### src/rtl/sfe_pkg.sv
package sfe_pkg;
  typedef enum logic {
    SPI_MODE0 = 1'b0,
    SPI_MODE3 = 1'b1
  } spi_mode_e;

  typedef struct packed {
    logic cs_n;
    logic sck;
    logic sdi;
    logic hold_n;
  } pin_bus_t;

  localparam int PIN_COUNT = $bits(pin_bus_t);
  // Reset image of the synchronisers: select reads as low so that a pin
  // already low at reset release never looks like a falling edge.
  localparam pin_bus_t PIN_RESET = '{cs_n: 1'b0, sck: 1'b0, sdi: 1'b0, hold_n: 1'b1};
endpackage

### src/rtl/sfe_sync.sv
module sfe_sync #(
  parameter int WIDTH = 4,
  parameter int STAGES = 2,
  parameter logic [WIDTH-1:0] RST_VAL = '0
) (
  input  logic             clk,
  input  logic             rst,
  input  logic [WIDTH-1:0] d,
  output logic [WIDTH-1:0] q
);
  logic [WIDTH-1:0] chain [STAGES];

  genvar g;
  generate
    for (g = 0; g < STAGES; g++) begin : g_stage
      always_ff @(posedge clk) begin
        if (rst) chain[g] <= RST_VAL;
        else if (g == 0) chain[g] <= d;
        else chain[g] <= chain[(g == 0) ? 0 : g-1];
      end
    end
  endgenerate

  assign q = chain[STAGES-1];
endmodule

### src/rtl/sfe_frame.sv
module sfe_frame
  import sfe_pkg::*;
(
  input  logic      clk,
  input  logic      rst,
  input  logic      s_cs_n,
  input  logic      s_sck,
  output logic      sel,
  output logic      cs_fall,
  output logic      sck_rise,
  output logic      sck_fall,
  output logic      armed_q,
  output logic      armed_nxt,
  output spi_mode_e mode_q
);
  logic prev_cs_n;
  logic prev_sck;

  assign sel      = ~s_cs_n;
  assign cs_fall  = prev_cs_n & ~s_cs_n;
  assign sck_rise = ~prev_sck & s_sck;
  assign sck_fall = prev_sck & ~s_sck;

  always_comb begin
    armed_nxt = armed_q;
    if (!sel) armed_nxt = 1'b0;
    else if (cs_fall) armed_nxt = 1'b1;
  end

  always_ff @(posedge clk) begin
    if (rst) begin
      prev_cs_n <= 1'b0;
      prev_sck  <= 1'b0;
      armed_q   <= 1'b0;
      mode_q    <= SPI_MODE0;
    end else begin
      prev_cs_n <= s_cs_n;
      prev_sck  <= s_sck;
      armed_q   <= armed_nxt;
      if (cs_fall) mode_q <= spi_mode_e'(s_sck);
    end
  end

  // A frame can be open only while select has been low since its last fall
  assert_open_needs_select_R8: assert property (@(posedge clk) disable iff (rst)
    armed_q |-> $past(sel));
endmodule

### src/rtl/sfe_hold.sv
module sfe_hold (
  input  logic clk,
  input  logic rst,
  input  logic sel,
  input  logic cs_fall,
  input  logic armed_q,
  input  logic s_sck,
  input  logic s_hold_n,
  output logic hold_q,
  output logic hold_nxt
);
  always_comb begin
    hold_nxt = hold_q;
    if (!sel || cs_fall) hold_nxt = 1'b0;
    else if (armed_q && !s_sck) hold_nxt = ~s_hold_n;
  end

  always_ff @(posedge clk) begin
    if (rst) hold_q <= 1'b0;
    else hold_q <= hold_nxt;
  end

  // Hold state moves only while the clock is low, or on a select edge
  assert_hold_moves_sck_low_R6: assert property (@(posedge clk) disable iff (rst)
    (hold_q != $past(hold_q)) |-> (!$past(s_sck) || !$past(sel) || $past(cs_fall)));
endmodule

### src/rtl/spi_slave_frontend.sv
module spi_slave_frontend
  import sfe_pkg::*;
#(
  parameter int CNT_W = 16,
  parameter int SYNC_STAGES = 2
) (
  input  logic             clk,
  input  logic             rst,
  input  logic             cs_n_pin,
  input  logic             sck_pin,
  input  logic             sdi_pin,
  input  logic             hold_n_pin,
  input  logic             tx_bit,
  input  logic             tx_req,
  output logic             rx_strobe,
  output logic             rx_bit,
  output logic             tx_strobe,
  output logic             sdo,
  output logic             sdo_oe,
  output logic             frame_start,
  output logic             clk_idle_high,
  output logic [CNT_W-1:0] bit_count
);
  pin_bus_t  raw_pins, s_pins;
  logic      sel, cs_fall, sck_rise, sck_fall;
  logic      armed_q, armed_nxt, hold_q, hold_nxt;
  logic      do_capture, do_launch;
  spi_mode_e mode_q;

  assign raw_pins = '{cs_n: cs_n_pin, sck: sck_pin, sdi: sdi_pin, hold_n: hold_n_pin};

  sfe_sync #(.WIDTH(PIN_COUNT), .STAGES(SYNC_STAGES), .RST_VAL(PIN_RESET)) u_sync (
    .clk(clk), .rst(rst), .d(raw_pins), .q(s_pins)
  );

  sfe_frame u_frame (
    .clk(clk), .rst(rst), .s_cs_n(s_pins.cs_n), .s_sck(s_pins.sck),
    .sel(sel), .cs_fall(cs_fall), .sck_rise(sck_rise), .sck_fall(sck_fall),
    .armed_q(armed_q), .armed_nxt(armed_nxt), .mode_q(mode_q)
  );

  sfe_hold u_hold (
    .clk(clk), .rst(rst), .sel(sel), .cs_fall(cs_fall), .armed_q(armed_q),
    .s_sck(s_pins.sck), .s_hold_n(s_pins.hold_n), .hold_q(hold_q), .hold_nxt(hold_nxt)
  );

  assign do_capture = armed_q & sel & ~hold_q & sck_rise;
  // Mode 0 has no leading falling edge, so the first launch rides on the select edge
  assign do_launch  = (armed_q & sel & ~hold_q & sck_fall) | (cs_fall & ~s_pins.sck);

  always_ff @(posedge clk) begin
    if (rst) begin
      rx_strobe   <= 1'b0;
      rx_bit      <= 1'b0;
      tx_strobe   <= 1'b0;
      sdo         <= 1'b0;
      sdo_oe      <= 1'b0;
      frame_start <= 1'b0;
      bit_count   <= '0;
    end else begin
      rx_strobe   <= do_capture;
      tx_strobe   <= do_launch;
      frame_start <= cs_fall;
      sdo_oe      <= armed_nxt & ~hold_nxt & tx_req;
      if (do_capture) rx_bit <= s_pins.sdi;
      if (do_launch) sdo <= tx_bit;
      if (!sel || cs_fall) bit_count <= '0;
      else if (do_capture) bit_count <= bit_count + CNT_W'(1);
    end
  end

  assign clk_idle_high = (mode_q == SPI_MODE3);

  assert_no_strobe_unarmed_R1: assert property (@(posedge clk) disable iff (rst)
    !armed_q |-> !rx_strobe);
  assert_start_clears_count_R2: assert property (@(posedge clk) disable iff (rst)
    frame_start |-> (bit_count == '0));
  assert_count_frozen_held_R7: assert property (@(posedge clk) disable iff (rst)
    (hold_q && $past(hold_q)) |-> ($stable(bit_count) && !rx_strobe));
  assert_deselect_clears_R8: assert property (@(posedge clk) disable iff (rst)
    !$past(sel) |-> (bit_count == '0 && !sdo_oe));
  assert_oe_needs_open_R9: assert property (@(posedge clk) disable iff (rst)
    sdo_oe |-> (armed_q && !hold_q));
endmodule

### config.mk
export PLATFORM = sky130hd
export DESIGN_NAME = spi_slave_frontend
export DESIGN_NICKNAME = d
export VERILOG_FILES = /design/src/rtl/sfe_pkg.sv /design/src/rtl/sfe_sync.sv /design/src/rtl/sfe_frame.sv /design/src/rtl/sfe_hold.sv /design/src/rtl/spi_slave_frontend.sv
export SDC_FILE = /design/constraint.sdc
export NUM_CORES = 1
export LEC_CHECK = 0
export ABC_AREA = 1
export CORE_MARGIN = 3
export CORE_UTILIZATION = 43
export CTS_CLUSTER_DIAMETER = 30
export DETAILED_ROUTE_END_ITERATION = 6
export DONT_BUFFER_PORTS = 1
export MAX_ROUTING_LAYER = met4
export PLACE_DENSITY = 0.59
export SYNTH_ARGS = -nofsm -noshare
export SYNTH_HDL_FRONTEND = slang
export SYNTH_SLANG_ARGS = --single-unit
### constraint.sdc
create_clock -name clk -period 1.25 [get_ports clk]
set_clock_uncertainty 0.2 [all_clocks]
set_input_delay 0.25 -clock clk [delete_from_list [all_inputs] [get_ports clk]]
set_output_delay 0.25 -clock clk [all_outputs]
set_load 0.005 [all_outputs]
==> results of run 1 <==
where the power goes:
part | switching (uW) | internal [uW] | leakage (uW)
Clock | 375 | 217 | 0.0000282
Sequential | 12.0 | 1120 | 0.000295
Combinational | 53.9 | 57.9 | 0.000593
Total | 441 | 1400 | 0.000916
cell type report:
cell class	instances	area (sq um)
clock buffers	6	41.29
clock inverters	2	12.51
fillers	291	1013
inverters	31	116.4
multi-input cells	135	752.0
flip-flops and latches	35	737.0
well taps	44	55.05
repair buffers	52	475.5
worst min-delay path by stage:
stage / startpoint / endpoint / slack (ps) / depth (start not counted)
floorplan: hold_n_pin / u_sync.chain[0][0] / 150 / 1
global placement: rst / u_sync.chain[1][2] / 120 / 1
detailed placement: rst / u_sync.chain[1][3] / 120 / 1
CTS: rst / u_frame.prev_sck / -250 / 1
global route: rst / u_frame.prev_sck / -260 / 1
finish: rst / u_sync.chain[1][3] / -240 / 1
repair_timing:
| action | CTS | global route |
|---|---|---|
| gates cloned | 0 | 0 |
| setup endpoints to repair | 34 | 40 |
| hold endpoints to repair | 31 | 19 |
| pin swaps | 9 | 4 |
| buffers inserted | 5 | 2 |
| resized for setup | 37 | 10 |
stage by stage:
stage,cell area [sq um],power (uW),std cells,utilization [%]
after floorplan,1539,1227,203,-
after global placement,1872,1254,283,58.44
after detailed placement,1872,1257,283,58.44
after CTS,2170,1869,306,67.73
after global routing,2190,1926,305,68.36
final,2190,1839,305,68.36
layer usage:
metal / part of all wire, % / track usage (%) / vias up
li1: - / - / 752
met1: 41 / 20.32 / 668
met2: 53 / 35.76 / 28
met3: 4.4 / 5.128 / 7
met4: 1.5 / 6.218 / 0
met5: 0 / - / -
cell usage after synthesis:
library cell / count
and2_1: 1
o21ai_0: 4
nand3b_1: 3
nor3_1: 1
nand3_1: 11
xnor2_1: 2
or2_2: 2
nor2_4: 5
inv_1: 25
dfxtp_1: 35
and3_1: 1
nor2_2: 1
or2_0: 1
nand3_4: 1
inv_2: 6
o21bai_1: 1
a21oi_1: 10
nand4_1: 8
ha_1: 1
nand2_2: 1
clkbuf_1: 2
xor2_1: 1
nand2_1: 35
nor2_1: 43
nand3_2: 2
cell families after synthesis:
logic type      share of synthesized area (%)
flops                                   46.59
simple gates                            37.44
xor+xnor                                1.747
fa+ha+maj                              0.8318
compound gates                          5.158
buf+inv                                 8.236
==> out/qor.yml, run 1 <==
timing:
  finalHoldViolCount: 19
  worst_pin_slew_ps: 211.7
  max_freq_mhz: 711.5
  fin_setup_tns_ps: -2340
  hold-worst-slack_ps: -242.1
  relSlewSlack_pct: 85.85
  setup_ws_ps: -155.6
  rsz0062_at_grt: "yes"
  min_period_ps: 1406
  setup_viol: 29
  period_share_pct: 112.4
  drv_slew: 0
global_routing:
  grt_usage_pct: 19.49
  grt_overflow: 0
  grt_pass1_vias: 1469
  grt_max_degree: 17
  antenna_found_initial: 0
  grt_pass1_wl_microns: 6279
worst_setup_path:
  rr_startpoint: "u_sync.chain[1][3]"
  arrival_ps: 1440
  end_kind: "register"
  critPathTopFamily: "simple AND/OR/NAND/NOR gates"
  reg2reg_to: "bit_count[2]"
  cpMaxStageDelayCell: "dfxtp_2"
  criticalPathCategory: "register to register"
  endpoint: "bit_count[2]"
  r2r_setup_slack_ps: -160
  cp_num_cells: 6
  crit_chain: "inv_2, nand3_2, nor2_4, buf_4, nand3_1, and3_1"
  worst-path-buf-inv: 2
  rr_worst_depth: 6
  crit_required_ps: 1280
  critPathMaxFanout: 8
  critPathLaunchType: "register"
  slowest_delay_ps: 370
  critPathLaunch: "u_sync.chain[1][3]"
layout:
  drive_above_1_share_pct: 40.61
  top_regs: "bit_count: 16 flops, u_sync.chain: 8 flops"
  diodes: 0
  area_growth_pct: 45.59
  largest_reg_flops: 16
  top_register: "bit_count"
  mostFrequentLayoutCells: "nor2_1 (38), nand2_1 (31), buf_4 (27)"
  mostFrequentLayoutCell: "nor2_1"
  nets: 269
floorplanning:
  coreArea_sq_mm: 0.003203
  die_y_microns: 65.14
  ioPinCount: 31
  design.die.area_sq_mm: 0.004243
  die_w_microns: 65.14
  start_util_pct: 46.95
  row_count: 20
clock_tree:
  cts_tree: "done"
  clock_sinks: 35
  clk_latency_ps: 340
  path_clk_slew_ps: 110
  ctsHoldBuffers: 10
  cts_max_level: 2
  cts_buffers: 5
  cts_root_buf: "clkbuf_4"
  cts.path.max_buffers: 2
synth:
  synth_area_leaders: "dfxtp_1 (47%), nor2_1 (11%), nand2_1 (8.7%)"
  synth_sequential_area_ratio_pct: 46.59
  yosys_register_bits: 35
  synth_cell_type_count: 25
  synth_nets: 212
  synth.top_cell.area_share_pct: 46.59
  syn_area_sq_mm: 0.001504
  yosysTopAreaCell: "dfxtp_1"
  ys_warn_count: 0
  avgSynthCellArea_sq_um: 7.409
  netlist_instances: 203
run_status:
  status: "finished with violations"
  violations: "hold timing, setup timing"
power_and_ir_drop:
  cellPowerDensity_mw_per_mm2: 839.8
  leakage_uw: 0.0009164
  ir_drop_mv: 0.7026
drt:
  vias: 1455
  avgRoutedWirePerCell_microns: 11.45
  drtIter0Drc: 45
  routed_via_density: 4.770
  post-route-drc-count: 0
  dr.pass1.iters: 4
  postRouteAntennaNets: 0
  finalWirelength_microns: 3492
placement:
  hpwl_microns: 2529
  place_congestion: 0.7946
  port_buffers: 0
  dp_slack_ps: -166.2
hold_path:
  hold_class: "input port to register"
flow_run:
  cap_violations: 0
No activity file was read; power rests on OpenSTA's default activity.
==> run 2, diff against run 1 <==
--- a/config.mk
+++ b/config.mk
@@ -6,13 +6,15 @@
 export NUM_CORES = 1
 export LEC_CHECK = 0
 export ABC_AREA = 1
+export CELL_PAD_IN_SITES_DETAIL_PLACEMENT = 2
+export CELL_PAD_IN_SITES_GLOBAL_PLACEMENT = 2
 export CORE_MARGIN = 3
-export CORE_UTILIZATION = 43
+export CORE_UTILIZATION = 31
 export CTS_CLUSTER_DIAMETER = 30
 export DETAILED_ROUTE_END_ITERATION = 6
 export DONT_BUFFER_PORTS = 1
 export MAX_ROUTING_LAYER = met4
-export PLACE_DENSITY = 0.59
+export PLACE_DENSITY = 0.72
 export SYNTH_ARGS = -nofsm -noshare
 export SYNTH_HDL_FRONTEND = slang
 export SYNTH_SLANG_ARGS = --single-unit
==> run 2 against run 1 <==
Effect of this change: the flow finishes with violations (setup timing); sequential power about the same; sequential share of layout area down 3.9 points; register-to-register slack worse by 300 ps; critical path type unchanged; critical endpoint is now bit_count[15]; largest cell class unchanged.
==> out/qor.yml, run 2 (synthesized netlist as in run 1, its figures left out) <==
run_status:
  status: "finished with violations"  # unchanged
  violations: "setup timing"  # was hold timing, setup timing
placement:
  dp_slack_ps: -247.1  # was -166.2 ps
  placed_cell_area_sq_mm: 0.001947  # was 0.001872 sq mm
  port_buffers: 0  # unchanged
  hpwl_microns: 3947  # was 2529 microns
  place_congestion: 0.8031  # was 0.7946
worst_setup_path:
  cpMaxStageDelayCell: "dfxtp_4"  # was dfxtp_2
  reg2reg_to: "bit_count[15]"  # was bit_count[2]
  criticalPathCategory: "register to register"  # unchanged
  end_kind: "register"  # unchanged
  cp_num_cells: 7  # was 6
  slowest_delay_ps: 390  # was 370 ps
  critPathMaxFanout: 7  # was 8
  arrival_ps: 1680  # was 1440 ps
  crit_chain: "inv_4, nor2_4, nand3_4, nor2_4, nand4_1, nand2_1, nor2_1"  # was inv_2, nand3_2, nor2_4, buf_4, nand3_1, and3_1
  rr_startpoint: "u_frame.armed_q"  # was u_sync.chain[1][3]
  worst-path-buf-inv: 1  # was 2
  rr_worst_depth: 7  # was 6
  critPathLaunchType: "register"  # unchanged
  r2r_setup_slack_ps: -450  # was -160 ps
  critPathTopFamily: "simple AND/OR/NAND/NOR gates"  # unchanged
  critPathMostFrequentCell: "nor2_4"
  crit_required_ps: 1220  # was 1280 ps
global_routing:
  grt_pass1_vias: 1941  # was 1,469
  grt_max_degree: 15  # was 17
  grt_usage_pct: 25.68  # was 19.49%
  antenna_found_initial: 0  # unchanged
  grt_overflow: 0  # unchanged
  grt_pass1_wl_microns: 10210  # was 6279 microns
floorplanning:
  coreArea_sq_mm: 0.004504  # was 0.003203 sq mm
  ioPinCount: 31  # unchanged
  design.die.area_sq_mm: 0.005723  # was 0.004243 sq mm
  die_y_microns: 75.65  # was 65.14 microns
  die_w_microns: 75.65  # was 65.14 microns
  start_util_pct: 33.39  # was 46.95%
  row_count: 24  # was 20
timing:
  relSlewSlack_pct: 62.43  # was 85.85%
  finalHoldViolCount: 0  # was 19
  setup_ws_ps: -452.4  # was -155.6 ps
  period_share_pct: 136.2  # was 112.4%
  rsz0062_at_grt: "yes"  # unchanged
  worst_pin_slew_ps: 563.5  # was 211.7 ps
  drv_slew: 0  # unchanged
  min_period_ps: 1702  # was 1406 ps
  max_freq_mhz: 587.4  # was 711.5 MHz
  setup_viol: 28  # was 29
power_and_ir_drop:
  p_sw_share_pct: 25.79  # was 23.97%
  ir_drop_mv: 0.7492  # was 0.7026 mV
  pwr-share-comb_pct: 7.7  # was 6.1%
  cellPowerDensity_mw_per_mm2: 888.5  # was 839.8 mW/mm^2
  leakage_uw: 0.001021  # was 0.0009164 uW
  internal_power_uw: 1642  # was 1398 uW
  sequentialPowerShare_pct: 51.7  # was 61.7%
  p_switching_uw: 570.6  # was 440.8 uW
  power.share.clock_pct: 40.5  # was 32.2%
layout:
  drive_above_1_share_pct: 49.26  # was 40.61%
  area_growth_pct: 65.56  # was 45.59%
  seq_area_sq_um: 742.0  # was 737.0 sq um
  mostFrequentLayoutCells: "nor2_1 (38), buf_4 (33), nand2_1 (26)"  # was nor2_1 (38), nand2_1 (31), buf_4 (27)
  mostFrequentLayoutCell: "nor2_1"  # unchanged
  nets: 280  # was 269
  multiInputGateArea_sq_um: 870.8  # was 752.0 sq um
  n_fill_cell: 465  # was 291
  top_regs: "bit_count: 16 flops, u_sync.chain: 8 flops"  # unchanged
  diodes: 0  # unchanged
  largest_reg_flops: 16  # unchanged
  top_register: "bit_count"  # unchanged
  design_area_sq_mm: 0.002490  # was 0.002190 sq mm
hold_path:
  whs_endpoint: "u_frame.armed_q"  # was u_sync.chain[1][3]
  hold_class: "input port to register"  # unchanged
  min_from: "rst"  # unchanged
  min_path_cells: 3  # was 1
clock_tree:
  cts_buffers: 5  # unchanged
  path_clk_slew_ps: 80  # was 110 ps
  clock_sinks: 35  # unchanged
  cts_tree: "done"  # unchanged
  cts_root_buf: "clkbuf_8"  # was clkbuf_4
  cts_max_level: 2  # unchanged
  clk_latency_ps: 300  # was 340 ps
  cts.path.max_buffers: 2  # unchanged
drt:
  vias: 1716  # was 1,455
  drtIter0Drc: 92  # was 45
  dr.pass1.iters: 4  # unchanged
  post-route-drc-count: 0  # unchanged
  finalWirelength_microns: 7900  # was 3492 microns
  avgRoutedWirePerCell_microns: 24.38  # was 11.45 microns
  postRouteAntennaNets: 0  # unchanged
  routed_via_density: 5.296  # was 4.770
flow_run:
  cap_violations: 0  # unchanged
-- run 2: timing repair --
item / in CTS / in global routing
setup endpoints to repair: 28 / 44
endpoints found under the hold margin: 16 / 0
hold buffers: 7 / 0
pin swaps: 5 / 20
resized for setup: 39 / 46
setup buffers: 4 / 8
-- run 2: worst min-delay path: stages --
cell and delay [ps]:
inv_1 80, nand2_1 120, inv_1 50
-- run 2: metal layers --
metal	vias to the layer above	global-route usage (%)	routed length, microns
met3	33	5.409	346
met1	843	26.23	3130
met2	70	46.88	3997
met5	-	-	0
met4	0	11.26	426
li1	770	-	-
-- run 2: cell type report --
class,count,area share [%]
multi-input cells,135,34.97
flip-flops and latches,35,29.80
repair buffers,63,23.97
inverters,31,4.975
clock buffers,7,3.467
well taps,52,2.613
clock inverters,1,0.2010
-- run 2: metrics by stage --
| step | setup TNS (ps) | util [%] | instances | hold slack [ps] | power (uW) |
|---|---|---|---|---|---|
| detailed placement | -3430 | 43.22 | 298 | 126.1 | 1275 |
| global route | -7691 | 55.28 | 324 | 45.81 | 2283 |
| floorplan | -318.2 | - | 203 | 153.8 | 1227 |
| global placement | -1544 | 43.22 | 298 | 119.7 | 1263 |
| CTS | -3311 | 50.25 | 317 | 15.62 | 2166 |
| finish | -6338 | 55.28 | 324 | 29.19 | 2212 |
-- run 2: worst max path at each step --
stage,from,endpoint,slack [ps]
finish,u_frame.armed_q,bit_count[15],-450
global route,u_frame.armed_q,bit_count[15],-500
CTS,bit_count[1],bit_count[14],-220
detailed placement,bit_count[5],bit_count[11],-250
global placement,u_sync.chain[1][3],bit_count[15],-140
floorplan,u_frame.armed_q,bit_count[14],-40
-- run 2: power groups by stage --
stage	logic (uW)	clock network, uW	registers, uW
3_3_place_gp	94.2	0	1170
5_1_grt	182	956	1150
2_1_floorplan	59.9	0	1170
6_report	171	897	1140
3_5_place_dp	104	0	1170
4_1_cts	137	888	1140
==> run 3, diff against run 2 <==
--- a/config.mk
+++ b/config.mk
@@ -9,12 +9,13 @@
 export CELL_PAD_IN_SITES_DETAIL_PLACEMENT = 2
 export CELL_PAD_IN_SITES_GLOBAL_PLACEMENT = 2
 export CORE_MARGIN = 3
-export CORE_UTILIZATION = 31
+export CORE_UTILIZATION = 32
+export CTS_BUF_LIST = sky130_fd_sc_hd__clkbuf_4 sky130_fd_sc_hd__clkbuf_8
 export CTS_CLUSTER_DIAMETER = 30
 export DETAILED_ROUTE_END_ITERATION = 6
 export DONT_BUFFER_PORTS = 1
 export MAX_ROUTING_LAYER = met4
-export PLACE_DENSITY = 0.72
+export PLACE_DENSITY = 0.74
 export SYNTH_ARGS = -nofsm -noshare
 export SYNTH_HDL_FRONTEND = slang
 export SYNTH_SLANG_ARGS = --single-unit
==> run 3 against run 2 <==
Effect of this change: the flow now stops in 5_1_grt; synthesized cell count unchanged; synthesized area unchanged.
==> out/qor.yml, run 3 <==
synth:
  synth_common_cells: "nor2_1 (43), dfxtp_1 (35), nand2_1 (35), inv_1 (25), nand3_1 (11)"  # unchanged
  yosysMostFrequentCell: "nor2_1"  # unchanged
  avgSynthCellArea_sq_um: 7.409  # unchanged
  synth_area_leaders: "dfxtp_1 (47%), nor2_1 (11%), nand2_1 (8.7%)"  # unchanged
  synth_nets: 212  # unchanged
  synth_sequential_area_ratio_pct: 46.59  # unchanged
  async_flop_share_pct: 0  # unchanged
  synth.top_cell.area_share_pct: 46.59  # unchanged
  synth_cell_type_count: 25  # unchanged
  yosys_register_bits: 35  # unchanged
  yosysTopAreaCell: "dfxtp_1"  # unchanged
  netlist_instances: 203  # unchanged
  syn_area_sq_mm: 0.001504  # unchanged
  synth_ff_type: "dfxtp_1"  # unchanged
  ys_warn_count: 0  # unchanged
  synth_edf_count: 0  # unchanged
timing:
  postGrtWorstEndpoint: "bit_count[8]$_SDFFE_PP0P_/D"
  endpoint_type: "register input"
placement:
  place_congestion: 0.8801  # was 0.8031
  hpwl_microns: 3898  # was 3947 microns
  port_buffers: 0  # unchanged
run_status:
  status: "did not finish"  # was finished with violations
  failed_stage: "5_1_grt"
  tool.error: "[ERROR DPL-0033] detailed placement checks failed during check placement."
clock_tree:
  cts_root_buf: "clkbuf_8"  # unchanged
  cts_buffers: 5  # unchanged
  cts_max_level: 2  # unchanged
  cts.path.max_buffers: 2  # unchanged
  clock_sinks: 35  # unchanged
global_routing:
  antenna_found_initial: 0
  grt_max_degree: 17
floorplanning:
  die_y_microns: 74.56  # was 75.65 microns
  start_util_pct: 33.84  # was 33.39%
  ioPinCount: 31  # unchanged
  die_w_microns: 74.56  # was 75.65 microns
  row_count: 24  # unchanged
## run 3: what timing repair did
item,in CTS
gates resized for setup,40
hold buffers,9
endpoints found under the hold margin,19
setup buffers,8
pin swaps,9
setup endpoints to repair,31
## run 3: cell families after synthesis
| group | Yosys count | synth area share, % |
|---|---|---|
| flops | 35 | 46.59 |
| xor+xnor | 3 | 1.747 |
| compound gates | 15 | 5.158 |
| simple gates | 116 | 37.44 |
| fa+ha+maj | 1 | 0.8318 |
| buf+inv | 33 | 8.236 |
## run 3: metrics by stage
| step | instances | cell area [sq um] | hold slack [ps] | setup WS (ps) |
|---|---|---|---|---|
| floorplan | 203 | 1539 | 153.8 | -43.70 |
| global placement | 295 | 1912 | 118.3 | -136.4 |
| detailed placement | 295 | 1912 | 119.1 | -254.7 |
| CTS | 319 | 2273 | -194.7 | -228.8 |
==> run 4, diff against run 3 <==
==> config.mk (replaced) <==
export PLATFORM = sky130hd
export DESIGN_NAME = spi_slave_frontend
export DESIGN_NICKNAME = d
export VERILOG_FILES = /design/src/rtl/sfe_pkg.sv /design/src/rtl/sfe_sync.sv /design/src/rtl/sfe_frame.sv /design/src/rtl/sfe_hold.sv /design/src/rtl/spi_slave_frontend.sv
export SDC_FILE = /design/constraint.sdc
export NUM_CORES = 1
export LEC_CHECK = 0
export ABC_AREA = 1
export CORE_MARGIN = 3
export CORE_UTILIZATION = 28
export DETAILED_ROUTE_END_ITERATION = 6
export DONT_BUFFER_PORTS = 1
export PLACE_DENSITY_LB_ADDON = 0.15
export SYNTH_ARGS = -nofsm -noshare
export SYNTH_HDL_FRONTEND = slang
export SYNTH_SLANG_ARGS = --single-unit
==> constraint.sdc (replaced) <==
create_clock -name clk -period 1.6 [get_ports clk]
set_clock_uncertainty 0.2 [all_clocks]
set_input_delay 0.32 -clock clk [delete_from_list [all_inputs] [get_ports clk]]
set_output_delay 0.32 -clock clk [all_outputs]
set_load 0.005 [all_outputs]
==> run 4 against run 3 <==
Effect of this change: the flow now finishes without violations.
==> out/qor.yml, run 4 (synthesized netlist as in run 1, its figures left out) <==
timing:
  finalHoldViolCount: 0
  drv_slew: 0
  relSlewSlack_pct: 68.17
  min_period_ps: 1488
  fin_setup_tns_ps: 0
  rsz0062_at_grt: "no"
  max_freq_mhz: 671.9
  worst_pin_slew_ps: 475.9
  period_share_pct: 93.02
  setup_viol: 0
global_routing:
  grt_usage_pct: 12.29
  grt_pass1_wl_microns: 5851
  antenna_found_initial: 0
  grt_pass1_vias: 1218
  grt_overflow: 0
  grt_max_degree: 15
flow_run:
  cap_violations: 0
clock_tree:
  cts.path.max_buffers: 2  # unchanged
  clock_sinks: 35  # unchanged
  cts_tree: "done"
  cts_max_level: 2  # unchanged
  cts_buffers: 5  # unchanged
  path_clk_slew_ps: 70
  cts_root_buf: "clkbuf_8"  # unchanged
  clk_latency_ps: 290
drt:
  dr.pass1.iters: 4
  routed_via_density: 4.283
  post-route-drc-count: 0
  drtIter0Drc: 43
  postRouteAntennaNets: 0
  avgRoutedWirePerCell_microns: 11.63
  vias: 1272
  finalWirelength_microns: 3453
worst_setup_path:
  r2r_setup_slack_ps: 110
  critPathMaxFanout: 7
  criticalPathCategory: "register to register"
  critPathLaunchType: "register"
  rr_startpoint: "u_sync.chain[1][3]"
  crit_required_ps: 1590
  reg2reg_to: "bit_count[2]"
  arrival_ps: 1470
  end_kind: "register"
  rr_worst_depth: 6
floorplanning:
  die_y_microns: 79.29  # was 74.56 microns
  ioPinCount: 31  # unchanged
  die_w_microns: 79.29  # was 74.56 microns
  row_count: 26  # was 24
  coreArea_sq_mm: 0.005140
  start_util_pct: 29.26  # was 33.84%
  design.die.area_sq_mm: 0.006287
layout:
  diodes: 0
  n_fill_cell: 585
  top_regs: "bit_count: 16 flops, u_sync.chain: 8 flops"
  area_growth_pct: 23.79
  mostFrequentLayoutCell: "nor2_1"
  largest_reg_flops: 16
  drive_above_1_share_pct: 19.82
  mostFrequentLayoutCells: "nor2_1 (41), nand2_1 (34), dfxtp_1 (32)"
  final_cells: 297
  top_register: "bit_count"
  nets: 236
placement:
  post-place-cells: 282  # was 295
  hpwl_microns: 2492  # was 3898 microns
  port_buffers: 0  # unchanged
  place_congestion: 0.7285  # was 0.8801
run_status:
  status: "complete, no violations"  # was did not finish
hold_path:
  hold_class: "input port to register"
  whs_endpoint: "bit_count[1]"
  min_from: "rst"
  min_path_cells: 3
power_and_ir_drop:
  cellPowerDensity_mw_per_mm2: 939.2
  ir_drop_mv: 0.5205
  leakage_uw: 0.0007391
==> run 4: worst max path at each step <==
stage	startpoint	to	cells after the start
floorplan	bit_count[0]	bit_count[14]	8
global placement	bit_count[2]	bit_count[11]	7
CTS	bit_count[2]	bit_count[13]	7
detailed placement	bit_count[2]	bit_count[13]	7
finish	u_sync.chain[1][3]	bit_count[2]	6
global route	bit_count[1]	bit_count[12]	8
==> run 4: per-layer routing <==
metal  track usage [%]  wire length [microns]  vias to the layer above
li1                  -                      -                      681
met1             14.20                   1506                      553
met2             19.87                   1645                       31
met3             6.236                    252                        7
met4             3.608                     48                        0
met5                 0                      0                        -
==> run 4: cell type report <==
class                   count  area [sq um]  area share (%)
flip-flops and latches     35         704.4           37.84
multi-input cells         135         689.4           37.03
repair buffers             19         157.7           8.468
inverters                  31         116.4           6.250
well taps                  70         87.58           4.704
clock buffers               5         68.82           3.696
clock inverters             2         37.54           2.016
==> run 4: per-stage QoR <==
| stage | area (sq um) | total power [uW] | hold WS [ps] | util [%] | setup slack [ps] |
|---|---|---|---|---|---|
| finish | 1862 | 1749 | 15.19 | 36.22 | 111.6 |
| global route | 1862 | 1833 | 16.56 | 36.22 | 19.98 |
| CTS | 1833 | 1781 | 10.98 | 35.66 | 79.50 |
| detailed placement | 1667 | 970.1 | 193.7 | 32.42 | 105.7 |
| global placement | 1667 | 970.2 | 189.8 | 32.42 | 86.48 |
| floorplan | 1504 | 959.5 | 188.3 | - | 154.0 |
==> run 4: where the power goes <==
group	switching [uW]	internal [uW]	leakage (uW)	total, uW
combinational	41.3	29.5	0.000403	70.7
clock	328	455	0.0000502	784
sequential	8.83	885	0.000286	894
total	378	1370	0.000739	1750
==> run 4: timing repair <==
action / CTS / global route
setup endpoints to repair: 0 / 10
gates resized for setup: 0 / 7
hold buffers: 6 / 0
hold endpoints to repair: 15 / 0
buffers inserted: 0 / 2
==> run 4: critical path, cell delays in order, from the launching register on <==
cell	delay [ps]
dfxtp_1	370
inv_2	100
nand3_2	80
nor2_4	220
buf_4	180
nand3_1	60
and3_1	170
